File: config.mk
export PLATFORM = sky130hd
export DESIGN_NAME = uart_irq_ctrl
export DESIGN_NICKNAME = d
export VERILOG_FILES = /design/src/rtl/uirq_pkg.sv /design/src/rtl/uirq_status_reg.sv /design/src/rtl/uirq_bus_if.sv /design/src/rtl/uirq_router.sv /design/src/rtl/uart_irq_ctrl.sv
export SDC_FILE = /design/constraint.sdc
export NUM_CORES = 1
export LEC_CHECK = 0
export BUFFER_PORTS_ARGS = -buffer_cell sky130_fd_sc_hd__buf_2
export CAP_MARGIN = 10
export CORE_UTILIZATION = 40
export CTS_BUF_LIST = sky130_fd_sc_hd__clkbuf_4 sky130_fd_sc_hd__clkbuf_8
export DETAILED_ROUTE_END_ITERATION = 12
export PLACE_DENSITY = 0.67
export RECOVER_POWER = 25
export SYNTH_ARGS = -nofsm -noshare
export SYNTH_HDL_FRONTEND = slang
export SYNTH_SLANG_ARGS = --single-unit
File: constraint.sdc
create_clock -name clk -period 1.1 [get_ports clk]
set_input_delay 0.165 -clock clk [delete_from_list [all_inputs] [get_ports clk]]
set_output_delay 0.165 -clock clk [all_outputs]
set_load 0.1 [all_outputs]
File: src/rtl/uirq_pkg.sv
package uirq_pkg;
  // register word addresses
  localparam int unsigned ADR_MASK = 0;
  localparam int unsigned ADR_RAW  = 1;
  localparam int unsigned ADR_MSKD = 2;
  localparam int unsigned ADR_CLR  = 3;
  localparam int unsigned ADR_TXD  = 4;

  // output line order
  localparam int NUM_LINES = 6;
  localparam int LINE_ALL  = 0;
  localparam int LINE_RX   = 1;
  localparam int LINE_TX   = 2;
  localparam int LINE_RT   = 3;
  localparam int LINE_MS   = 4;
  localparam int LINE_ERR  = 5;

  function automatic int rx_pos(int ms_w);
    return ms_w;
  endfunction

  function automatic int tx_pos(int ms_w);
    return ms_w + 1;
  endfunction

  function automatic int rt_pos(int ms_w);
    return ms_w + 2;
  endfunction

  function automatic int err_lo(int ms_w);
    return ms_w + 3;
  endfunction

  // group selection mask of one output line over the status vector
  function automatic logic [63:0] line_mask(int line, int ms_w, int err_w);
    logic [63:0] m;
    m = '0;
    for (int b = 0; b < 64; b++) begin
      logic in_ms, in_rx, in_tx, in_rt, in_err;
      in_ms  = (b < ms_w);
      in_rx  = (b == rx_pos(ms_w));
      in_tx  = (b == tx_pos(ms_w));
      in_rt  = (b == rt_pos(ms_w));
      in_err = (b >= err_lo(ms_w)) && (b < err_lo(ms_w) + err_w);
      case (line)
        LINE_ALL: m[b] = in_ms | in_rx | in_tx | in_rt | in_err;
        LINE_RX:  m[b] = in_rx;
        LINE_TX:  m[b] = in_tx;
        LINE_RT:  m[b] = in_rt;
        LINE_MS:  m[b] = in_ms;
        default:  m[b] = in_err;
      endcase
    end
    return m;
  endfunction
endpackage

File: src/rtl/uirq_status_reg.sv
module uirq_status_reg #(
  parameter int NSRC   = 11,
  parameter int TX_BIT = 5
) (
  input  logic            clk,
  input  logic            rst_n,
  input  logic [NSRC-1:0] ev_set,
  input  logic            tx_set,
  input  logic            clr_we,
  input  logic [NSRC-1:0] clr_bits,
  input  logic            mask_we,
  input  logic [NSRC-1:0] mask_wdata,
  output logic [NSRC-1:0] raw_q,
  output logic [NSRC-1:0] mask_q
);
  logic [NSRC-1:0] set_vec;
  logic [NSRC-1:0] clr_vec;
  logic [NSRC-1:0] tx_vec;

  always_comb begin
    tx_vec = '0;
    tx_vec[TX_BIT] = tx_set;
  end

  assign set_vec = ev_set | tx_vec;
  assign clr_vec = clr_we ? clr_bits : '0;

  always_ff @(posedge clk) begin
    if (!rst_n) begin
      raw_q  <= '0;
      mask_q <= '0;
    end else begin
      raw_q <= (raw_q & ~clr_vec) | set_vec;
      if (mask_we) mask_q <= mask_wdata;
    end
  end

  a_r7_set_wins: assert property (@(posedge clk) disable iff (!rst_n)
    (|set_vec) |=> ((raw_q & $past(set_vec)) == $past(set_vec)));

  a_r3_clear_takes: assert property (@(posedge clk) disable iff (!rst_n)
    clr_we |=> ((raw_q & $past(clr_bits & ~set_vec)) == '0));

  a_r6_tx_sets: assert property (@(posedge clk) disable iff (!rst_n)
    tx_set |=> raw_q[TX_BIT]);

  a_r2_mask_holds: assert property (@(posedge clk) disable iff (!rst_n)
    !mask_we |=> $stable(mask_q));
endmodule

File: src/rtl/uirq_bus_if.sv
module uirq_bus_if
  import uirq_pkg::*;
#(
  parameter int ADDR_W = 3,
  parameter int DATA_W = 16,
  parameter int NSRC   = 11
) (
  input  logic              clk,
  input  logic              rst_n,
  input  logic              bus_wr,
  input  logic [ADDR_W-1:0] bus_addr,
  input  logic [DATA_W-1:0] bus_wdata,
  input  logic [NSRC-1:0]   raw_q,
  input  logic [NSRC-1:0]   mask_q,
  output logic              mask_we,
  output logic [NSRC-1:0]   mask_wdata,
  output logic              clr_we,
  output logic [NSRC-1:0]   clr_bits,
  output logic              tx_set,
  output logic [DATA_W-1:0] bus_rdata
);
  logic hit_mask, hit_raw, hit_mskd, hit_clr, hit_txd;

  assign hit_mask = (bus_addr == ADDR_W'(ADR_MASK));
  assign hit_raw  = (bus_addr == ADDR_W'(ADR_RAW));
  assign hit_mskd = (bus_addr == ADDR_W'(ADR_MSKD));
  assign hit_clr  = (bus_addr == ADDR_W'(ADR_CLR));
  assign hit_txd  = (bus_addr == ADDR_W'(ADR_TXD));

  assign mask_we    = bus_wr & hit_mask;
  assign clr_we     = bus_wr & hit_clr;
  assign tx_set     = bus_wr & hit_txd;
  assign mask_wdata = bus_wdata[NSRC-1:0];
  assign clr_bits   = bus_wdata[NSRC-1:0];

  always_comb begin
    bus_rdata = '0;
    if (hit_mask)      bus_rdata[NSRC-1:0] = mask_q;
    else if (hit_raw)  bus_rdata[NSRC-1:0] = raw_q;
    else if (hit_mskd) bus_rdata[NSRC-1:0] = raw_q & mask_q;
  end

  a_r3_clr_reads_zero: assert property (@(posedge clk) disable iff (!rst_n)
    hit_clr |-> (bus_rdata == '0));

  a_r4_status_wr_inert: assert property (@(posedge clk) disable iff (!rst_n)
    (bus_wr && (hit_raw || hit_mskd)) |-> !(mask_we || clr_we || tx_set));
endmodule

File: src/rtl/uirq_router.sv
module uirq_router
  import uirq_pkg::*;
#(
  parameter int MS_W  = 4,
  parameter int ERR_W = 4,
  parameter int NSRC  = 11
) (
  input  logic                 clk,
  input  logic                 rst_n,
  input  logic [NSRC-1:0]      raw_q,
  input  logic [NSRC-1:0]      mask_q,
  output logic [NUM_LINES-1:0] irq_q
);
  logic [NSRC-1:0] active;
  assign active = raw_q & mask_q;

  for (genvar g = 0; g < NUM_LINES; g++) begin : g_line
    localparam logic [63:0] LM = line_mask(g, MS_W, ERR_W);
    logic [NSRC-1:0] sel;
    assign sel = LM[NSRC-1:0];
    always_ff @(posedge clk) begin
      if (!rst_n) irq_q[g] <= 1'b0;
      else        irq_q[g] <= |(active & sel);
    end
  end

  a_r8_combined_union: assert property (@(posedge clk) disable iff (!rst_n)
    irq_q[LINE_ALL] == (|irq_q[NUM_LINES-1:1]));
endmodule

File: src/rtl/uart_irq_ctrl.sv
module uart_irq_ctrl
  import uirq_pkg::*;
#(
  parameter int ADDR_W = 3,
  parameter int DATA_W = 16,
  parameter int MS_W   = 4,
  parameter int ERR_W  = 4
) (
  input  logic              clk,
  input  logic              rst_n,
  input  logic              bus_wr,
  input  logic [ADDR_W-1:0] bus_addr,
  input  logic [DATA_W-1:0] bus_wdata,
  output logic [DATA_W-1:0] bus_rdata,
  input  logic              ev_rx,
  input  logic              ev_tx,
  input  logic              ev_rt,
  input  logic [MS_W-1:0]   ev_ms,
  input  logic [ERR_W-1:0]  ev_err,
  output logic [5:0]        irq_out
);
  localparam int NSRC = 3 + MS_W + ERR_W;

  logic [NSRC-1:0] ev_vec, raw_q, mask_q, mask_wdata, clr_bits;
  logic            mask_we, clr_we, tx_set;
  logic            status_wr;

  assign ev_vec = {ev_err, ev_rt, ev_tx, ev_rx, ev_ms};
  assign status_wr = bus_wr && (bus_addr == ADDR_W'(ADR_RAW) ||
                                bus_addr == ADDR_W'(ADR_MSKD));

  uirq_bus_if #(.ADDR_W(ADDR_W), .DATA_W(DATA_W), .NSRC(NSRC)) u_bus (
    .clk(clk), .rst_n(rst_n), .bus_wr(bus_wr), .bus_addr(bus_addr),
    .bus_wdata(bus_wdata), .raw_q(raw_q), .mask_q(mask_q),
    .mask_we(mask_we), .mask_wdata(mask_wdata), .clr_we(clr_we),
    .clr_bits(clr_bits), .tx_set(tx_set), .bus_rdata(bus_rdata)
  );

  uirq_status_reg #(.NSRC(NSRC), .TX_BIT(tx_pos(MS_W))) u_stat (
    .clk(clk), .rst_n(rst_n), .ev_set(ev_vec), .tx_set(tx_set),
    .clr_we(clr_we), .clr_bits(clr_bits), .mask_we(mask_we),
    .mask_wdata(mask_wdata), .raw_q(raw_q), .mask_q(mask_q)
  );

  uirq_router #(.MS_W(MS_W), .ERR_W(ERR_W), .NSRC(NSRC)) u_route (
    .clk(clk), .rst_n(rst_n), .raw_q(raw_q), .mask_q(mask_q), .irq_q(irq_out)
  );

  a_r4_raw_kept: assert property (@(posedge clk) disable iff (!rst_n)
    (status_wr && ev_vec == '0) |=> ($stable(raw_q) && $stable(mask_q)));

  a_r5_event_lands: assert property (@(posedge clk) disable iff (!rst_n)
    (|ev_vec) |=> ((raw_q & $past(ev_vec)) == $past(ev_vec)));
endmodule

==> results by group <==
Layout
  – Ant. Diodes: 0
  – Fillers: 222
  – Layout cell share with drive strength beyond 1: 0.553
  – Register Area: 574 um2
  – Final cell utilization of the core: 0.773
  – Commonest non-fill, non-tap cells in the layout: 27 x buf_2, 24 x nand2_1, 23 x buf_4
  – Commonest non-fill, non-tap cell in the layout: buf_2
  – Syn-to-layout area delta: 79.2%
  – Final instance count without filler cells: 261
  – Area occupied by multi-input gates: 981 um2
  – Non-Filler Cell Area, Final: 2400 um2
  – Nets: 251

Yosys
  – Simple-gate portion of the synthesized area: 0.211
  – Largest family of logic cells by synthesized area: compound AO/OA/AOI/OAI gates
  – Post-synthesis sequential area ratio: 0.419
  – Compound-Gate Fraction of Synth Area: 0.299
  – Distinct cells, synth: 26
  – Post-synthesis instance total: 152
  – Yosys warns: 0
  – Post-Synth Adder-Cell Area: 0
  – Synth Area per Inst: 8.80 um2
  – Proportion of synthesized area in mux cells: 0
  – FF+latch count, synth: 28
  – XOR/XNOR Fraction of Synth Area: 0
  – Mapped cell area: 1340 um2

Critical path
  – CP max FO: 2
  – CP Launch Type: register
  – CP required: 0.94 ns
  – R2r setup slk: -0.08 ns
  – Path type of the worst setup path: register to primary output
  – Register-to-Register Path Depth: 4
  – R2r startpoint: u_stat.raw_q[4]
  – Crit path capture type: primary output
  – End of the worst register-to-register path: u_route.irq_q[0]
  – WP data arrival: 1.35 ns

STA
  – Final worst slack: -0.417 ns
  – Worst Skew: 0.00825 ns
  – Fmax: 0.659 GHz
  – Final period util: 1.38
  – Final setup vio count: 12
  – Worst-case hold slack: 0.0324 ns
  – RSZ-0062 raised after global routing: yes
  – Final min period: 1.52 ns
  – Hold Vio Cnt, Final: 0
  – Slew Limit Fails: 0

GRT
  – Vias in the first global route: 1389
  – Largest net degree at the start of global routing: 29
  – First-pass GRT wire length: 6.29 mm
  – Antenna violations before repair: 0
  – Total grt overflow: 0
  – Total routing usage reported by global routing: 0.234

Clock tree
  – Clock latency on the worst-skew pair: 0.33 ns
  – Worst-path clk slew: 0.15 ns
  – CTS tree: done
  – Clock Sinks: 28
  – Max clock buf depth: 2
  – Clock root cell: clkbuf_4
  – Cts bufs inserted: 3
  – H-tree levels: 1

Status
  – Status: finished, violations left
  – Failing checks: negative setup slack

Placed design
  – Placed instance area: 2110 um2
  – Final HPWL DP: 2.70 mm
  – Placed Cells: 254
  – Gpl congestion: 0.854
  – Buffers on Ports: 44

Routing
  – Antenna-violating nets left: 0
  – Drt first pass iters: 4
  – Vias per inst: 5.37
  – Drt wl/cell: 14.8 um
  – DRC viols: 0
  – DR iter-0 viols: 31
  – Final wirelength: 3.86 mm
  – Via count: 1402

Die
  – Die X: 59.8 um
  – DIE AREA: 3580 um2
  – Initial Util: 0.431
  – Core area: 3100 um2
  – Row count: 20
  – Io pins: 55
  – Die height: 59.8 um

Hold path
  – Worst Hold Class: input port to register
  – Hold path cells: 2
  – Hold endpoint: u_stat.raw_q[4]
  – Hold_sp: ev_rx

Pwr
  – Leakage: 0.965 nW
  – Pwr dens: 1030 nW/um2
  – Worst VDD drop: 0.00103 V
  – Pwr Total: 2.46 mW

Job
  – Max-cap check violation count: 0
per-layer routing:
layer  part of all wire  global-route usage  vias up  wire length (um)
met3              0.043              0.0433        4               167
met4             0.0075              0.0532        0                29
li1                   -                   -      666                 -
met5                  0                   0        -                 0
met2               0.51               0.410       48              1980
met1               0.44               0.297      684              1680
synthesized netlist by cell type (all sizes together):
cell    count  area (um2)
nand3       1        5.00
a32oi      11        96.3
nor3        1        5.00
and2        1        6.26
a222oi      1        10.0
and3        3        18.8
buf         9        63.8
clkbuf      6        22.5
a21boi     23         173
conb        1        3.75
nor2       11        41.3
nand2      24        90.1
inv         1        3.75
a22oi       4        30.0
nor4b       1        15.0
and2b       1        7.51
o31a        1        8.76
or4b        1        13.8
nand2b     10        62.6
dfxtp      28         561
o21a       11        82.6
and4b       1        10.0
or2b        1        7.51
timing repair:
item,CTS,global route
endpoints found under the hold margin,0,0
buffers inserted,3,0
setup endpoints to repair,12,12
hold buffers,0,0
resized for setup,34,4
pin swaps,17,4
flip-flops by register name, summed over array words and instances (netlist names):
register       count
u_stat.raw_q      11
u_stat.mask_q     11
u_route.irq_q      6
critical path, cell delays in order, from the launching register on:
cell     delay [ns]
dfxtp_2        0.35
or2b_1         0.23
a32oi_2        0.24
nor2_4         0.06
buf_12         0.16
metrics by stage:
stage / setup WS, ns / TNS [ns]
final: -0.417 / -3.92
after detailed placement: -0.241 / -6.65
after CTS: -0.461 / -3.95
after global placement: -0.202 / -5.69
after floorplan: -0.150 / -1.61
after global routing: -0.454 / -4.45
logic make-up after synthesis:
kind of cell / after synthesis
flops: 28
other cells: 1
buf+inv: 16
simple gates: 56
compound gates: 51
worst max path at each step:
| stage | start | to | slack (ns) | depth (start not counted) |
|---|---|---|---|---|
| after floorplan | bus_addr[1] | bus_rdata[1] | -0.15 | 4 |
| after global placement | bus_addr[1] | u_stat.mask_q[0] | -0.20 | 5 |
| after detailed placement | bus_addr[1] | u_stat.raw_q[9] | -0.24 | 7 |
| after CTS | u_stat.raw_q[0] | bus_rdata[0] | -0.46 | 4 |
| after global routing | u_stat.raw_q[0] | bus_rdata[0] | -0.45 | 4 |
| final | u_stat.raw_q[0] | bus_rdata[0] | -0.42 | 4 |
where the power goes:
part           internal, mW  switching [mW]
Clock                 0.368           0.304
Sequential             1.06          0.0344
Combinational         0.294           0.399
Total                  1.72           0.737
final cells by class:
type / instances / share of cell area
Multi-Input combinational cell: 112 / 0.409
Timing Repair Buffer: 72 / 0.305
Sequential cell: 28 / 0.240
Tap cell: 44 / 0.0230
Clock inverter: 1 / 0.0125
Clock buffer: 3 / 0.00939
Inverter: 1 / 0.00157
Power figures use the tool's default switching activity.
